===== config.mk =====
export PLATFORM = sky130hd
export DESIGN_NAME = frame_cal_ctrl
export DESIGN_NICKNAME = d
export VERILOG_FILES = /design/src/rtl/fcc_pkg.sv /design/src/rtl/fcc_tick_counter.sv /design/src/rtl/fcc_cycle_counter.sv /design/src/rtl/frame_cal_ctrl.sv
export SDC_FILE = /design/constraint.sdc
export NUM_CORES = 1
export LEC_CHECK = 0
export BUFFER_PORTS_ARGS = -buffer_cell sky130_fd_sc_hd__buf_4
export CAP_MARGIN = 10
export CORE_ASPECT_RATIO = 2
export CORE_MARGIN = 2
export CORE_UTILIZATION = 45
export DETAILED_ROUTE_END_ITERATION = 7
export GPL_TIMING_DRIVEN = 0
export PLACE_DENSITY = 0.71
export SLEW_MARGIN = 15
export SYNTH_ARGS = -nofsm -noshare
export SYNTH_HDL_FRONTEND = slang
export SYNTH_SLANG_ARGS = --single-unit

===== constraint.sdc =====
create_clock -name clk -period 2.08 [get_ports clk]
set_clock_uncertainty 0.1 [all_clocks]
set_input_delay 0.104 -clock clk [delete_from_list [all_inputs] [get_ports clk]]
set_output_delay 0.104 -clock clk [all_outputs]
set_load 0.005 [all_outputs]

===== src/rtl/fcc_pkg.sv =====
package fcc_pkg;

    typedef enum logic [1:0] {
        ST_IDLE = 2'd0,
        ST_OPEN = 2'd1,
        ST_LOCK = 2'd2
    } fcc_state_e;

endpackage


===== src/rtl/fcc_tick_counter.sv =====
// Counts qualified ticks and holds at LIMIT; used for window length and lockout.
module fcc_tick_counter #(
    parameter int LIMIT = 500,
    localparam int W = $clog2(LIMIT + 1)
) (
    input  logic         clk,
    input  logic         rst_n,
    input  logic         clr,
    input  logic         en,
    input  logic         tick,
    output logic [W-1:0] count
);
    localparam logic [W-1:0] LIM = W'(LIMIT);

    always_ff @(posedge clk) begin
        if (!rst_n) begin
            count <= '0;
        end else if (clr) begin
            count <= '0;
        end else if (en && tick && (count != LIM)) begin
            count <= count + 1'b1;
        end
    end
endmodule


===== src/rtl/fcc_cycle_counter.sv =====
// Counts oscillator cycles while enabled; exposes the count divided by 2**SHIFT.
module fcc_cycle_counter #(
    parameter int CNT_W = 20,
    parameter int SHIFT = 4,
    localparam int Q_W = CNT_W - SHIFT
) (
    input  logic           clk,
    input  logic           rst_n,
    input  logic           clr,
    input  logic           en,
    output logic [Q_W-1:0] quotient
);
    logic [CNT_W-1:0] cnt;

    always_ff @(posedge clk) begin
        if (!rst_n) begin
            cnt <= '0;
        end else if (clr) begin
            cnt <= '0;
        end else if (en && (cnt != {CNT_W{1'b1}})) begin
            cnt <= cnt + 1'b1;
        end
    end

    assign quotient = cnt[CNT_W-1:SHIFT];
endmodule


===== src/rtl/frame_cal_ctrl.sv =====
module frame_cal_ctrl
    import fcc_pkg::*;
#(
    parameter int DIV_W         = 16,
    parameter int DIV_SHIFT     = 4,
    parameter int ACCEPT_MIN_MS = 190,
    parameter int ACCEPT_MAX_MS = 210,
    parameter int LOCKOUT_MS    = 500,
    parameter int WIN_SAT_MS    = 691,
    parameter int RESET_DIV     = 100
) (
    input  logic             clk,
    input  logic             rst_n,
    input  logic             pwr_down,
    input  logic             cal_req,
    input  logic             ms_tick,
    output logic [DIV_W-1:0] frame_div,
    output logic             cal_busy,
    output logic             cal_done,
    output logic             cal_ok
);
    localparam int OSC_W  = DIV_W + DIV_SHIFT;
    localparam int WIN_W  = $clog2(WIN_SAT_MS + 1);
    localparam int LOCK_W = $clog2(LOCKOUT_MS + 1);
    localparam logic [WIN_W-1:0]  MIN_L  = WIN_W'(ACCEPT_MIN_MS);
    localparam logic [WIN_W-1:0]  MAX_L  = WIN_W'(ACCEPT_MAX_MS);
    localparam logic [WIN_W-1:0]  SAT_L  = WIN_W'(WIN_SAT_MS);
    localparam logic [LOCK_W-1:0] LOCK_L = LOCK_W'(LOCKOUT_MS);

    fcc_state_e state, state_nx;
    logic req_q;
    logic start_evt, stop_evt, open_go, close_evt, accept;
    logic [WIN_W-1:0]  win_cnt;
    logic [LOCK_W-1:0] lock_cnt;
    logic [DIV_W-1:0]  new_div;
    logic win_full, lock_full, in_band;

    // Edge detection on the calibrate bit
    always_ff @(posedge clk) begin
        if (!rst_n) req_q <= 1'b0;
        else        req_q <= cal_req;
    end
    assign start_evt = cal_req & ~req_q;
    assign stop_evt  = ~cal_req & req_q;

    assign open_go   = (state == ST_IDLE) && start_evt && !pwr_down;
    assign close_evt = (state == ST_OPEN) && (stop_evt || pwr_down);
    assign in_band   = (win_cnt >= MIN_L) && (win_cnt <= MAX_L);
    assign accept    = close_evt && stop_evt && !pwr_down && in_band;
    assign win_full  = (win_cnt == SAT_L);
    assign lock_full = (lock_cnt == LOCK_L);

    fcc_tick_counter #(.LIMIT(WIN_SAT_MS)) win_ctr_i (
        .clk(clk), .rst_n(rst_n), .clr(open_go),
        .en(state == ST_OPEN), .tick(ms_tick), .count(win_cnt)
    );

    fcc_tick_counter #(.LIMIT(LOCKOUT_MS)) lock_ctr_i (
        .clk(clk), .rst_n(rst_n), .clr(close_evt),
        .en(state == ST_LOCK), .tick(ms_tick), .count(lock_cnt)
    );

    fcc_cycle_counter #(.CNT_W(OSC_W), .SHIFT(DIV_SHIFT)) osc_ctr_i (
        .clk(clk), .rst_n(rst_n), .clr(open_go),
        .en(state == ST_OPEN), .quotient(new_div)
    );

    // State register
    always_ff @(posedge clk) begin
        if (!rst_n) state <= ST_IDLE;
        else        state <= state_nx;
    end

    // Transitions
    always_comb begin
        state_nx = state;
        unique case (state)
            ST_IDLE: if (open_go)   state_nx = ST_OPEN;
            ST_OPEN: if (close_evt) state_nx = ST_LOCK;
            ST_LOCK: if (lock_full) state_nx = ST_IDLE;
            default:                state_nx = ST_IDLE;
        endcase
    end

    // Registered outputs
    always_ff @(posedge clk) begin
        if (!rst_n) begin
            frame_div <= DIV_W'(RESET_DIV);
            cal_done  <= 1'b0;
            cal_ok    <= 1'b0;
        end else begin
            cal_done <= close_evt;
            cal_ok   <= accept;
            if (accept) frame_div <= new_div;
        end
    end

    assign cal_busy = (state == ST_OPEN);

    // Divisor moves only on an accepted report
    assert_div_on_accept_R5: assert property (@(posedge clk) disable iff (!rst_n)
        (frame_div != $past(frame_div)) |-> (cal_done && cal_ok));

    assert_done_pulse_R4: assert property (@(posedge clk) disable iff (!rst_n)
        cal_done |=> !cal_done);

    assert_ok_needs_done_R4: assert property (@(posedge clk) disable iff (!rst_n)
        cal_ok |-> cal_done);

    assert_open_not_in_pd_R3: assert property (@(posedge clk) disable iff (!rst_n)
        $rose(cal_busy) |-> !$past(pwr_down));

    assert_close_reports_R8: assert property (@(posedge clk) disable iff (!rst_n)
        $fell(cal_busy) |-> cal_done);

    assert_lock_after_close_R7: assert property (@(posedge clk) disable iff (!rst_n)
        $fell(cal_busy) |=> !cal_busy);

    assert_saturated_rejects_R6: assert property (@(posedge clk) disable iff (!rst_n)
        (cal_busy && win_full) |=> !cal_ok);

endmodule


---- After elaboration in Yosys (flattened, before gate mapping) ----
Cells that the tools add are included.
storage, ports and cells
  register bits after elaboration ......... 60
  bits in latches ......................... 0
  bits in writable memories ............... 0
  bits in read-only memories .............. 0
  output and inout bits ................... 19
  memories ................................ 0
operators by class
  add/subtract/negate cells ............... 3
  $mul .................................... 0
  divide/modulo/power cells ............... 0
  order comparisons ....................... 2
  eq/ne operators ......................... 9
  shift operators ......................... 0
  multiplexer cells ....................... 4
  bitwise gates (word level) .............. 5
  reductions and logical operators ........ 18
operators with widths
  operator                                                          number
  adder 20 x 1 -> 20 bit (second input constant)                    1
  inequality test 20 bit (second input constant)                    1
  logical AND 1 bit                                                 12
  adder 10 x 1 -> 10 bit (second input constant)                    1
  >= comparator 10 x 8 -> 1 bit (second input constant)             1
  less-or-equal comparator 10 x 8 -> 1 bit (second input constant)  1
  inequality test 10 bit (second input constant)                    1
  adder 9 x 1 -> 9 bit (second input constant)                      1
  equality test 9 bit (second input constant)                       1
  inequality test 9 bit (second input constant)                     1
  2-to-1 mux 2 bit                                                  3
  inequality test 2 bit (second input constant)                     3
  case mux 2 bit (3 select lines)                                   1
  OR reduction 2 bit                                                2
  inverter 1 bit                                                    3
  AND reduction 3 bit                                               1
  AND 1 bit                                                         2
  equality test 2 x 1 -> 1 bit (second input constant)              1
  equality test 2 bit (second input constant)                       1
  zero test 2 bit                                                   1
  zero test 1 bit                                                   1
  logical OR 1 bit                                                  1

---- Logic depth before layout (Yosys ltp) ----
Gate-level depths: netlist of the first run.
  depth in word-level cells ............... 7
  depth in mapped cells ................... 8
  mapped depth without buffers ............ 7

---- By module ----
Synthesis of the first run repeated with hierarchy kept, for this count alone.
second synthesis, totals
  cell total of the unflattened synthesis .. 334
  area, all modules ....................... 3006.6 sq um
by module, submodules not included
  module                          instances  cells an instance  area an instance (sq um)
  fcc_cycle_counter               1          132                1089.8
  frame_cal_ctrl                  1          89                 928.4
  fcc_tick_counter at win_ctr_i   1          61                 529.3
  fcc_tick_counter at lock_ctr_i  1          52                 459.2

---- Least setup slack after synthesis of the first run ----
OpenSTA, ideal clock, no wires.
  kind .................................... register to register
  start ................................... register state[1]
  end ..................................... register osc_ctr_i.cnt[18]
  library setup time ...................... 123 ps
  data arrival time ....................... 1742 ps
  setup slack ............................. 114 ps
  cell stages (with the launch flop) ...... 8
  buffers on the path ..................... 1
  period minus slack after synthesis ...... 1966 ps
  cell sequence ........................... dfxtp_1 > nand2b_1 > buf_2 > inv_2 > nand3_1 > or3_1 > nor3_1 > mux2_1
on the way
  elaborated cells between the ends (all ways) .. 6
  those cells by class .................... 1 x eq/ne; 5 x reduce/logical
RTL lines
  item                          line                     RTL
  start: declaration            frame_cal_ctrl.sv:30     fcc_state_e state, state_nx;
  start signal: assignment      frame_cal_ctrl.sv:71     else state <= state_nx;
  equality test 2 x 1 -> 1 bit  n/a
  via cal_busy                  frame_cal_ctrl.sv:18     output logic cal_busy,
  logical AND 1 bit             fcc_cycle_counter.sv:20  end else if (en && (cnt != {CNT_W{1'b1}})) begin
  end signal: assignment        fcc_cycle_counter.sv:21  cnt <= cnt + 1'b1;
  end: declaration              fcc_cycle_counter.sv:13  logic [CNT_W-1:0] cnt;
The timed path passes the listed nets, and every way through them passes these cells.
A chain may end at the register's enable or synchronous reset.

---- Final worst setup path of the first run ----
  start ................................... register osc_ctr_i.cnt[7]
  end ..................................... register osc_ctr_i.cnt[19]
on the way
  longest elaborated chain between the ends .. 2
  elaborated cells between the ends (all ways) .. 3
  those cells by class .................... 1 x add/sub; 1 x eq/ne; 1 x reduce/logical
RTL lines
  item
  parallel branches: the longest is 2 deep, another holds adder 20 x 1 -> 20 bit
Parallel ways; which one is timed is not known.

==> results.cfg, run 1 <==
[placement]
place.port_buffers = 22
pre_cts_ws_ns = -0.183
detailed_place_hpwl_mm = 4.28
place_congestion = 0.860

[sta]
hold_viol_final = 0
max_slew_headroom_at_the_worst_pin_pct = 58.6
fmax_mhz = 498
max_slew.worst_pin.slew_ns = 0.621
post-route-period-util_pct = 96.6
final_critical_path_setup_slack_ns = 0.0703
grt_setup_unrepaired = yes
timing.final.setup_violations = 0
final_period_minus_worst_setup_slack_ns = 2.01
setup-tns-final_ns = 0
fin_hold_ws_ns = 0.0943
report.final.slew_viol_count = 0

[critical_path]
worst-path-buf-inv = 0
timing_worst_setup_path_type = flop to flop
required_ns = 2.18
critPathArrivalTime_ns = 2.11
critPathTopFamily = simple AND/OR/NAND/NOR gates
critPathMaxStageDelay_ns = 0.62
rr_endpoint = osc_ctr_i.cnt[19]$_SDFFE_PP0P_
r2r_slack_ns = 0.07
path_cells = nand4_2 > or4_4 > a211oi_2 > a21o_1 > a21oi_1
critPathSlowestCell = sky130_fd_sc_hd__or4_4
worst-path-max-fanout = 4
critPathLaunchType = flop
r2r-start = osc_ctr_i.cnt[7]$_SDFFE_PP0P_
end_kind = flop
worst_r2r_path_depth = 5

[grt]
initial_antenna_violation_count = 0
grt-ovfl-total = 0
largest_net_degree_at_the_start_of_global_routing = 16
grt_pass1_wl_mm = 10.0
grt_use_total_pct = 19.8
vias_in_the_first_global_route = 2199

[floorplanning]
die_span_x_um = 58.9
placeableCoreArea_um2 = 5910
boundaryPins = 24
start_util_pct = 45.8
rows = 40
fp.dieH_um = 114
die_area_um2 = 6690

[synthesis]
netlist_area_um2 = 2710
synth.yosys.seq_area_share_pct = 44.4
number_of_instances_in_the_synthesized_netlist = 312
asyncSetResetFlopFracSynth_pct = 0
synth.net_count = 322
synth.ff_latch_count = 60
top_cell_type_s_share_of_synthesized_area_pct = 44.4
synth_top_area_cell = sky130_fd_sc_hd__dfxtp_1
mean_instance_size_in_the_synthesized_netlist_um2 = 8.68
synth-edff-count = 0
ys_top_cells_by_area = sky130_fd_sc_hd__dfxtp_1, sky130_fd_sc_hd__xnor2_1, sky130_fd_sc_hd__nor2_1
synth-warning-count = 0
synth_cell_types = 48
ys.flop_type = sky130_fd_sc_hd__dfxtp_1

[route]
drtIter0Drc = 113
dr_total_vias = 2299
wl_per_cell_um = 14.8
postRouteWirelength_mm = 6.15
drt_pass1_iterations = 6
detail_route.drc_violations = 2
ant_nets = 0
route.detailed.vias_per_inst = 5.54

[min_path]
holdPathEnd = lock_ctr_i.count[2]$_SDFFE_PP0P_
worstHoldPathCells = 4
path_category_of_the_worst_min_delay_check = primary input to flop
launch_instance_of_the_worst_min_delay_path = ms_tick

[clocking]
cts_inserted_buffers = 9
clock_tree.root_cell = sky130_fd_sc_hd__clkbuf_16
clock_tree.buffer_depth = 2
cts_max_level = 3
worstSkewPairLatency_ns = 0.33
cts.clk_slew.worst_paths_ns = 0.05
cts_tree = done
clkSinkCount = 60

[final_layout]
antenna-diode-count = 0
n_fill_cell = 547
final_cell_mix = sky130_fd_sc_hd__dfxtp_1, sky130_fd_sc_hd__nor2_1, sky130_fd_sc_hd__nand2_1
syn2layout_area_growth_pct = 22.6
final_common_cell = sky130_fd_sc_hd__dfxtp_1
fin_util_pct = 56.2
post_layout_net_count = 357
final_layout_size_suffix_gt1_share_pct = 17.0

[outcome]
violated_checks = DRC
run_status = finished, violations left

[power_and_ir_drop]
fin_total_pwr_uw = 2570
cellLeakagePower_uw = 0.00118
power-per-cell-area_nw_per_um2 = 775
maximum_resistive_drop_on_vdd_uv = 628

[run]
max_cap_viols = 0
timing repair:
item | CTS | global route
endpoints found under the hold margin | 2 | 0
gates resized for setup | 6 | 14
cloned | 0 | 0
pin swaps | 0 | 2
hold buffers | 3 | 0
buffers inserted | 0 | 1
setup endpoints to repair | 22 | 34
metal layers:
metal  vias to the layer above  track usage (%)  wire length [um]
met5                         -                0                 0
met4                         0             8.94               125
met3                         9             5.78               288
met2                        43             30.5              2960
met1                      1077             25.1              2780
li1                       1170                -                 -
state kept, by name, indices dropped and copies added (netlist names):
register,flops
win_ctr_i.count,10
cal_ok,1
frame_div,16
lock_ctr_i.count,9
state,2
req_q,1
cal_done,1
osc_ctr_i.cnt,20
power breakdown:
group          leakage [uW]  total (uW)  switching, uW  internal, uW
combinational      0.000558        85.5           58.2          27.3
clock              0.000135        1320            494           827
sequential         0.000485        1160           7.42          1160
total               0.00118        2570            560          2010
per-stage QoR:
stage                     cell area, um2  instances
after CTS                           3270        415
after global placement              2950        397
final                               3320        415
after global routing                3320        415
after detailed placement            2950        397
after floorplan                     2710        312
kinds of logic (layout without fill, tap and decap cells):
logic type               Yosys count  in the layout  share of synthesized area, %
AND/OR/NAND/NOR                  146            146                          26.8
adder cells (fa/ha/maj)            5              5                          2.31
flip-flops                        60             60                          44.4
buffers and inverters             23             63                          3.28
multiplexers                       7              7                          2.73
AO/OA/AOI/OAI                     44             44                          11.7
XOR/XNOR                          27             27                          8.73
worst register-to-register path, cell delays in order, from the launching register on:
cell and delay (ns):
sky130_fd_sc_hd__dfxtp_1 0.41, sky130_fd_sc_hd__nand4_2 0.20, sky130_fd_sc_hd__or4_4 0.62, sky130_fd_sc_hd__a211oi_2 0.34
sky130_fd_sc_hd__a21o_1 0.17, sky130_fd_sc_hd__a21oi_1 0.05
how the worst max path moves through the flow:
stage | from | end | cells after the start | slack [ns]
2_1_floorplan | state[1]$_SDFFE_PN0P_ | osc_ctr_i.cnt[18]$_SDFFE_PP0P_ | 7 | 0.11
3_3_place_gp | win_ctr_i.count[0]$_SDFFE_PP0P_ | frame_div[6]$_SDFFE_PN1P_ | 8 | -0.15
3_5_place_dp | state[0]$_SDFFE_PN0P_ | osc_ctr_i.cnt[18]$_SDFFE_PP0P_ | 7 | -0.18
4_1_cts | state[0]$_SDFFE_PN0P_ | osc_ctr_i.cnt[18]$_SDFFE_PP0P_ | 7 | 0.003
5_1_grt | osc_ctr_i.cnt[10]$_SDFFE_PP0P_ | osc_ctr_i.cnt[19]$_SDFFE_PP0P_ | 5 | -0.03
6_report | osc_ctr_i.cnt[7]$_SDFFE_PP0P_ | osc_ctr_i.cnt[19]$_SDFFE_PP0P_ | 5 | 0.07
synthesized netlist by cell type (2+ instances only):
| cell type | instances |
|---|---|
| sky130_fd_sc_hd__nor2_1 | 43 |
| sky130_fd_sc_hd__nand2_1 | 31 |
| sky130_fd_sc_hd__o21ai_0 | 3 |
| sky130_fd_sc_hd__inv_2 | 2 |
| sky130_fd_sc_hd__dfxtp_1 | 60 |
| sky130_fd_sc_hd__or2_1 | 3 |
| sky130_fd_sc_hd__buf_1 | 2 |
| sky130_fd_sc_hd__mux2_1 | 2 |
| sky130_fd_sc_hd__nor2b_1 | 2 |
| sky130_fd_sc_hd__nand3_1 | 24 |
| sky130_fd_sc_hd__and3_1 | 3 |
| sky130_fd_sc_hd__o31ai_1 | 5 |
| sky130_fd_sc_hd__nand4_1 | 9 |
| sky130_fd_sc_hd__nor4_1 | 9 |
| sky130_fd_sc_hd__xor2_1 | 7 |
| sky130_fd_sc_hd__nand4b_1 | 2 |
| sky130_fd_sc_hd__xnor2_1 | 20 |
| sky130_fd_sc_hd__a211o_1 | 2 |
| sky130_fd_sc_hd__a211oi_2 | 2 |
| sky130_fd_sc_hd__a211oi_1 | 2 |
| sky130_fd_sc_hd__nor3_1 | 5 |
| sky130_fd_sc_hd__o211ai_1 | 2 |
| sky130_fd_sc_hd__a21o_1 | 2 |
| sky130_fd_sc_hd__or3_1 | 3 |
| sky130_fd_sc_hd__o21ai_1 | 10 |
| sky130_fd_sc_hd__a21oi_1 | 10 |
| sky130_fd_sc_hd__mux2i_1 | 4 |
| sky130_fd_sc_hd__buf_2 | 2 |
| sky130_fd_sc_hd__and2_1 | 2 |
| sky130_fd_sc_hd__inv_1 | 9 |
| sky130_fd_sc_hd__nand2b_1 | 2 |
| sky130_fd_sc_hd__ha_1 | 5 |
| sky130_fd_sc_hd__clkbuf_1 | 8 |
layout make-up:
class,instances,area [um2],share of cell area (%)
Tap cell,63,78.8,2.37
Sequential cell,60,1200,36.3
Buffer,10,51.3,1.55
Clock inverter,5,27.5,0.829
Timing Repair Buffer,26,203,6.11
Inverter,11,46.3,1.39
Clock buffer,11,243,7.31
Multi-Input combinational cell,229,1470,44.2
Note: power is estimated with default switching activity, not from simulation.
==> inputs of run 2 (changes only) <==
--- a/config.mk
+++ b/config.mk
@@ -7,12 +7,14 @@
 export LEC_CHECK = 0
 export BUFFER_PORTS_ARGS = -buffer_cell sky130_fd_sc_hd__buf_4
 export CAP_MARGIN = 10
+export CELL_PAD_IN_SITES_DETAIL_PLACEMENT = 0
+export CELL_PAD_IN_SITES_GLOBAL_PLACEMENT = 1
 export CORE_ASPECT_RATIO = 2
 export CORE_MARGIN = 2
-export CORE_UTILIZATION = 45
+export CORE_UTILIZATION = 40
 export DETAILED_ROUTE_END_ITERATION = 7
 export GPL_TIMING_DRIVEN = 0
-export PLACE_DENSITY = 0.71
+export PLACE_DENSITY = 0.8
 export SLEW_MARGIN = 15
 export SYNTH_ARGS = -nofsm -noshare
 export SYNTH_HDL_FRONTEND = slang
==> run 2 against run 1 <==
The run now ends clean. Clock power is 12% higher. Cell area grew 2.3%. Wire length up 3.2%. Total power increased by 6.1%. Final cell count up 6.0%. Sequential power barely moved. Highest routed layer unchanged. Fmax grew 0.83%. Largest cell class unchanged. Global-route usage down 1.2 points. Critical path depth rose by 2.
==> results.cfg, run 2 (synthesis results as in run 1) <==
[route]
postRouteWirelength_mm = 6.35
dr_total_vias = 2287
drtIter0Drc = 133
route.detailed.vias_per_inst = 5.20
drt_pass1_iterations = 6
detail_route.drc_violations = 0
ant_nets = 0
wl_per_cell_um = 14.4

[critical_path]
timing_worst_setup_path_type = flop to flop
r2r_slack_ns = 0.09
worst-path-max-fanout = 10
critPathLaunchType = flop
required_ns = 2.19
critPathTopFamily = simple AND/OR/NAND/NOR gates
path_cells = nand2b_1 > clkbuf_4 > inv_8 > nand3_4 > or3_4 > nor3_1 > mux2_1
worst_r2r_path_depth = 7
critPathSlowestCell = sky130_fd_sc_hd__or3_4
rr_endpoint = osc_ctr_i.cnt[18]$_SDFFE_PP0P_
end_kind = flop
critPathMaxStageDelay_ns = 0.36
worst-path-buf-inv = 2
r2r-start = state[1]$_SDFFE_PN0P_
critPathArrivalTime_ns = 2.11

[placement]
detailed_place_hpwl_mm = 4.69
place_congestion = 0.806
place.port_buffers = 22

[final_layout]
antenna-diode-count = 0
final_layout_size_suffix_gt1_share_pct = 18.5
largest_register_ff_count = 20
n_fill_cell = 651
area.sequential_um2 = 1210
post_layout_net_count = 357
syn2layout_area_growth_pct = 25.4
layout_top_registers = osc_ctr_i.cnt (20), frame_div (16), win_ctr_i.count (10)
area_of_the_multi_input_gates_um2 = 1470
final_cell_mix = sky130_fd_sc_hd__dfxtp_1, sky130_fd_sc_hd__nor2_1, sky130_fd_sc_hd__nand2_1
final_common_cell = sky130_fd_sc_hd__dfxtp_1
top_register = osc_ctr_i.cnt

[sta]
report.final.slew_viol_count = 0
final_period_minus_worst_setup_slack_ns = 1.99
fmax_mhz = 502
setup-tns-final_ns = 0
timing.final.setup_violations = 0
hold_viol_final = 0
post-route-period-util_pct = 95.8
max_slew.worst_pin.slew_ns = 0.530
grt_setup_unrepaired = no
max_slew_headroom_at_the_worst_pin_pct = 64.6

[clocking]
worstSkewPairLatency_ns = 0.32
cts_max_level = 3
clock_tree.root_cell = sky130_fd_sc_hd__clkbuf_16
cts_tree = done
cts.clk_slew.worst_paths_ns = 0.05
clock_tree.buffer_depth = 2
cts_inserted_buffers = 9
clkSinkCount = 60

[floorplanning]
fp.dieH_um = 120
boundaryPins = 24
placeableCoreArea_um2 = 6570
rows = 42
die_span_x_um = 62.2
start_util_pct = 41.2
die_area_um2 = 7480

[min_path]
worstHoldPathCells = 4
launch_instance_of_the_worst_min_delay_path = ms_tick
path_category_of_the_worst_min_delay_check = primary input to flop
holdPathEnd = lock_ctr_i.count[2]$_SDFFE_PP0P_

[grt]
grt_pass1_wl_mm = 10.6
grt_use_total_pct = 18.6
grt-ovfl-total = 0
vias_in_the_first_global_route = 2270
largest_net_degree_at_the_start_of_global_routing = 16
initial_antenna_violation_count = 0

[power_and_ir_drop]
cellLeakagePower_uw = 0.00121
maximum_resistive_drop_on_vdd_uv = 476
power-per-cell-area_nw_per_um2 = 804
fin_total_pwr_uw = 2730

[run]
max_cap_viols = 0

[outcome]
run_status = completed
[run 2: metal layers]
metal / global-route usage (%) / routed length (um)
met4: 11.7 / 190
met1: 17.8 / 2470
met5: 0 / 0
met2: 34.2 / 3500
met3: 5.40 / 189
[run 2: worst max path at each step]
stage | slack [ns] | cells after the start | end | start
after CTS | 0.01 | 5 | osc_ctr_i.cnt[15]$_SDFFE_PP0P_ | osc_ctr_i.cnt[5]$_SDFFE_PP0P_
after detailed placement | -0.22 | 7 | osc_ctr_i.cnt[18]$_SDFFE_PP0P_ | state[0]$_SDFFE_PN0P_
after global routing | 0.006 | 7 | osc_ctr_i.cnt[18]$_SDFFE_PP0P_ | state[1]$_SDFFE_PN0P_
after global placement | -0.21 | 7 | osc_ctr_i.cnt[18]$_SDFFE_PP0P_ | state[1]$_SDFFE_PN0P_
after floorplan | 0.11 | 7 | osc_ctr_i.cnt[18]$_SDFFE_PP0P_ | state[1]$_SDFFE_PN0P_
final | 0.09 | 7 | osc_ctr_i.cnt[18]$_SDFFE_PP0P_ | state[1]$_SDFFE_PN0P_
[run 2: metrics by stage]
step	hold WS, ns	instance area (um2)	setup WS (ns)	std cells	util, %
3_3_place_gp	0.218	2980	-0.208	422	45.4
5_1_grt	0.148	3400	0.00649	440	51.7
6_report	0.0895	3400	0.0869	440	51.7
4_1_cts	0.0879	3330	0.0115	440	50.7
3_5_place_dp	0.220	2980	-0.216	422	45.4
2_1_floorplan	0.0937	2710	0.114	312	-
[run 2: report_power, final]
part / internal, uW / switching (uW) / total [uW]
sequential: 1160 / 7.41 / 1160
combinational: 27.6 / 57.7 / 85.3
clock: 982 / 498 / 1480
total: 2170 / 563 / 2730
[run 2: repair_timing]
item	CTS	global route
endpoints found under the hold margin	2	0
cloned	0	0
hold buffers	3	0
resized for setup	4	24
pin swaps	0	1
setup buffers	0	1
endpoints found under the setup margin	12	40
[run 2: area by class of cell]
| cell class | count | area share, % |
|---|---|---|
| Sequential cell | 60 | 35.5 |
| Tap cell | 88 | 3.24 |
| Buffer | 10 | 1.55 |
| Multi-Input combinational cell | 229 | 43.4 |
| Clock buffer | 11 | 7.44 |
| Inverter | 11 | 1.44 |
| Clock inverter | 5 | 1.47 |
| Timing Repair Buffer | 26 | 5.97 |
[run 2: worst register-to-register path: cells and delay by family, from the launching register on]
kind / cells / cell delay [ns]
buffers and inverters: 2 / 0.33
and+or+nand+nor: 4 / 0.78
muxes: 1 / 0.33
DFF: 1 / 0.33
==> inputs of run 3 (changes only) <==
--- a/config.mk
+++ b/config.mk
@@ -5,16 +5,18 @@
 export SDC_FILE = /design/constraint.sdc
 export NUM_CORES = 1
 export LEC_CHECK = 0
+export ABC_AREA = 1
 export BUFFER_PORTS_ARGS = -buffer_cell sky130_fd_sc_hd__buf_4
 export CAP_MARGIN = 10
 export CELL_PAD_IN_SITES_DETAIL_PLACEMENT = 0
 export CELL_PAD_IN_SITES_GLOBAL_PLACEMENT = 1
 export CORE_ASPECT_RATIO = 2
 export CORE_MARGIN = 2
-export CORE_UTILIZATION = 40
+export CORE_UTILIZATION = 39
 export DETAILED_ROUTE_END_ITERATION = 7
 export GPL_TIMING_DRIVEN = 0
-export PLACE_DENSITY = 0.8
+export MAX_ROUTING_LAYER = met4
+export PLACE_DENSITY = 0.82
 export SLEW_MARGIN = 15
 export SYNTH_ARGS = -nofsm -noshare
 export SYNTH_HDL_FRONTEND = slang
==> run 3 against run 2 <==
Highest routed layer unchanged. Clock power barely moved. Fmax grew 4.6%. Largest power group unchanged. Critical endpoint is now osc_ctr_i.cnt[11]$_SDFFE_PP0P_. Largest cell class unchanged. Cell area up 7.8%. Area after synthesis is 13% higher. Sequential power barely moved.
==> results.cfg, run 3 <==
[synthesis]
synth-edff-count = 0
netlist_area_um2 = 3060
yosys-mux-area-fraction_pct = 0
synth.ff_latch_count = 60
synthAdderAreaFrac_pct = 2.05
synth_area_in_xor_xnor_pct = 6.30
synth-compound-area-share_pct = 10.2
synth-warning-count = 0
number_of_instances_in_the_synthesized_netlist = 440
asyncSetResetFlopFracSynth_pct = 0
ys.flop_type = sky130_fd_sc_hd__dfxtp_1
synth.net_count = 450
synth_cell_types = 33
mean_instance_size_in_the_synthesized_netlist_um2 = 6.95
top_cell_type_s_share_of_synthesized_area_pct = 39.3
ys_top_cells_by_area = sky130_fd_sc_hd__dfxtp_1, sky130_fd_sc_hd__nand2_1, sky130_fd_sc_hd__nor2_1
netlist_top_cells_count = sky130_fd_sc_hd__nand2_1, sky130_fd_sc_hd__nor2_1, sky130_fd_sc_hd__dfxtp_1
synth_simple_gate_area_share_pct = 33.6
synth_top_area_cell = sky130_fd_sc_hd__dfxtp_1
main_combinational_cell_family_by_area_after_synthesis = simple AND/OR/NAND/NOR gates
synth.yosys.seq_area_share_pct = 39.3
yosysMostFrequentCell = sky130_fd_sc_hd__nand2_1

[grt]
largest_net_degree_at_the_start_of_global_routing = 11
grt_use_total_pct = 20.6
initial_antenna_violation_count = 0
grt-ovfl-total = 0
grt_pass1_wl_mm = 12.8
vias_in_the_first_global_route = 2800

[sta]
setup-tns-final_ns = 0
final_period_minus_worst_setup_slack_ns = 1.91
grt_setup_unrepaired = no
post-route-period-util_pct = 91.6
fmax_mhz = 525
max_slew_headroom_at_the_worst_pin_pct = 61.4
max_slew.worst_pin.slew_ns = 0.577
timing.final.setup_violations = 0
hold_viol_final = 0
report.final.slew_viol_count = 0

[critical_path]
critPathLaunchType = flop
critPathTopFamily = simple AND/OR/NAND/NOR gates
timing_worst_setup_path_type = flop to flop
critPathMaxStageDelay_ns = 0.40
critPathArrivalTime_ns = 1.99
cell_repeated_most_along_the_worst_path = sky130_fd_sc_hd__nand2_2
critPathSlowestCell = sky130_fd_sc_hd__dfxtp_1
required_ns = 2.17
path_cells = ha_2 > inv_1 > nor2_2 > nand2_2 > nor2_4 > nand2_2 > nand2_4 > inv_2 > buf_6 > nand2_1 > a21oi_1
worst-path-buf-inv = 3
end_kind = flop
worst-path-max-fanout = 10

[clocking]
worstSkewPairLatency_ns = 0.33
cts_inserted_buffers = 9
clock_tree.root_cell = sky130_fd_sc_hd__clkbuf_16
clock_tree.buffer_depth = 2
cts.clk_slew.worst_paths_ns = 0.05
clkSinkCount = 60
cts_tree = done
cts_max_level = 3
postCtsSetupRepairBufs = 0

[placement]
dpl_cell_area_um2 = 3350
place.port_buffers = 23
place_congestion = 0.861
detailed_place_hpwl_mm = 5.81

[final_layout]
design_area_um2 = 3660
top_register = osc_ctr_i.cnt
n_fill_cell = 819
final_layout_size_suffix_gt1_share_pct = 12.5
post_layout_net_count = 486
layout_top_registers = osc_ctr_i.cnt (20), frame_div (16), win_ctr_i.count (10)
antenna-diode-count = 0
fin_util_pct = 48.2
syn2layout_area_growth_pct = 19.8
final_common_cell = sky130_fd_sc_hd__nand2_1
largest_register_ff_count = 20
final_cell_mix = sky130_fd_sc_hd__nand2_1, sky130_fd_sc_hd__nor2_1, sky130_fd_sc_hd__dfxtp_1

[power_and_ir_drop]
maximum_resistive_drop_on_vdd_uv = 478
cellLeakagePower_uw = 0.00145
fin_total_pwr_uw = 2730
power-per-cell-area_nw_per_um2 = 744

[route]
detail_route.drc_violations = 0
route.detailed.vias_per_inst = 4.91
ant_nets = 0
dr_total_vias = 2816
wl_per_cell_um = 13.2
drt_pass1_iterations = 4
drtIter0Drc = 155
postRouteWirelength_mm = 7.57

[min_path]
path_category_of_the_worst_min_delay_check = primary input to flop

[floorplanning]
boundaryPins = 24
fp.dieH_um = 129
start_util_pct = 40.2
rows = 45
die_span_x_um = 66.6
placeableCoreArea_um2 = 7600
die_area_um2 = 8600

[outcome]
run_status = completed

[run]
max_cap_viols = 0
-- run 3: cell count changes in the layout (fill, tap and decap cells not counted), sizes merged, moves of 7 or more --
cell	previous run	this run
inv	11	41
xnor2	20	5
o21ai	13	25
nor4	10	0
nor2	43	70
a21oi	10	34
xor2	7	17
nand2	31	123
nor3	5	12
buf	24	32
-- run 3: stage by stage --
step / hold slack, ns / worst slack [ns] / instances
after floorplan: 0.0975 / 0.443 / 440
after global placement: 0.204 / 0.155 / 557
after detailed placement: 0.209 / 0.150 / 557
after CTS: 0.0609 / 0.133 / 573
after global routing: 0.125 / 0.0254 / 573
final: 0.0633 / 0.175 / 573
-- run 3: what timing repair did --
item	in CTS	in global routing
hold buffers	2	0
setup endpoints to repair	0	4
hold endpoints to repair	2	0
resized for setup	0	1
-- run 3: power by group --
group	internal, uW	switching [uW]
logic	35.3	72.7
registers	1160	7.36
clock network	974	477
-- run 3: cell families (layout without fill, tap and decap cells) --
family,count (synthesis),after routing
compound gates,61,61
flops,60,60
xor+xnor,22,22
buf+inv,54,93
fa+ha+maj,5,5
simple gates,238,238
-- run 3: final cells by class --
class	instances	area, um2	share of cell area (%)
multi-input combinational	326	1600	43.6
sequential	60	1200	32.8
clock buffer	12	256	7.01
timing repair buffer	25	193	5.26
inverter	41	159	4.34
tap	94	118	3.21
buffer	13	103	2.80
clock inverter	2	35.0	0.957
-- run 3: final timing paths --
| check | from | endpoint | slack, ns | depth (start not counted) |
|---|---|---|---|---|
| min reg2reg | frame_div[0]$_SDFFE_PN0P_ | frame_div[0]$_SDFFE_PN0P_ | 0.38 | 2 |
| max | osc_ctr_i.cnt[0]$_SDFFE_PP0P_ | osc_ctr_i.cnt[11]$_SDFFE_PP0P_ | 0.17 | 11 |
| min | rst_n | osc_ctr_i.cnt[0]$_SDFFE_PP0P_ | 0.06 | 5 |
| max reg2reg | osc_ctr_i.cnt[0]$_SDFFE_PP0P_ | osc_ctr_i.cnt[11]$_SDFFE_PP0P_ | 0.17 | 11 |
-- run 3: tightest hold or removal path, delay by kind of cell --
family	cells	cell delay [ns]
AND/OR/NAND/NOR	1	0.07
buffers and inverters	2	0.16
AO/OA/AOI/OAI	2	0.11
-- run 3: layer usage --
metal	vias up	wire length (um)	global-route usage [%]
met5	-	0	-
met4	0	210	9.84
met3	14	183	5.03
met2	33	4360	38.2
met1	1287	2820	18.9
li1	1482	-	-
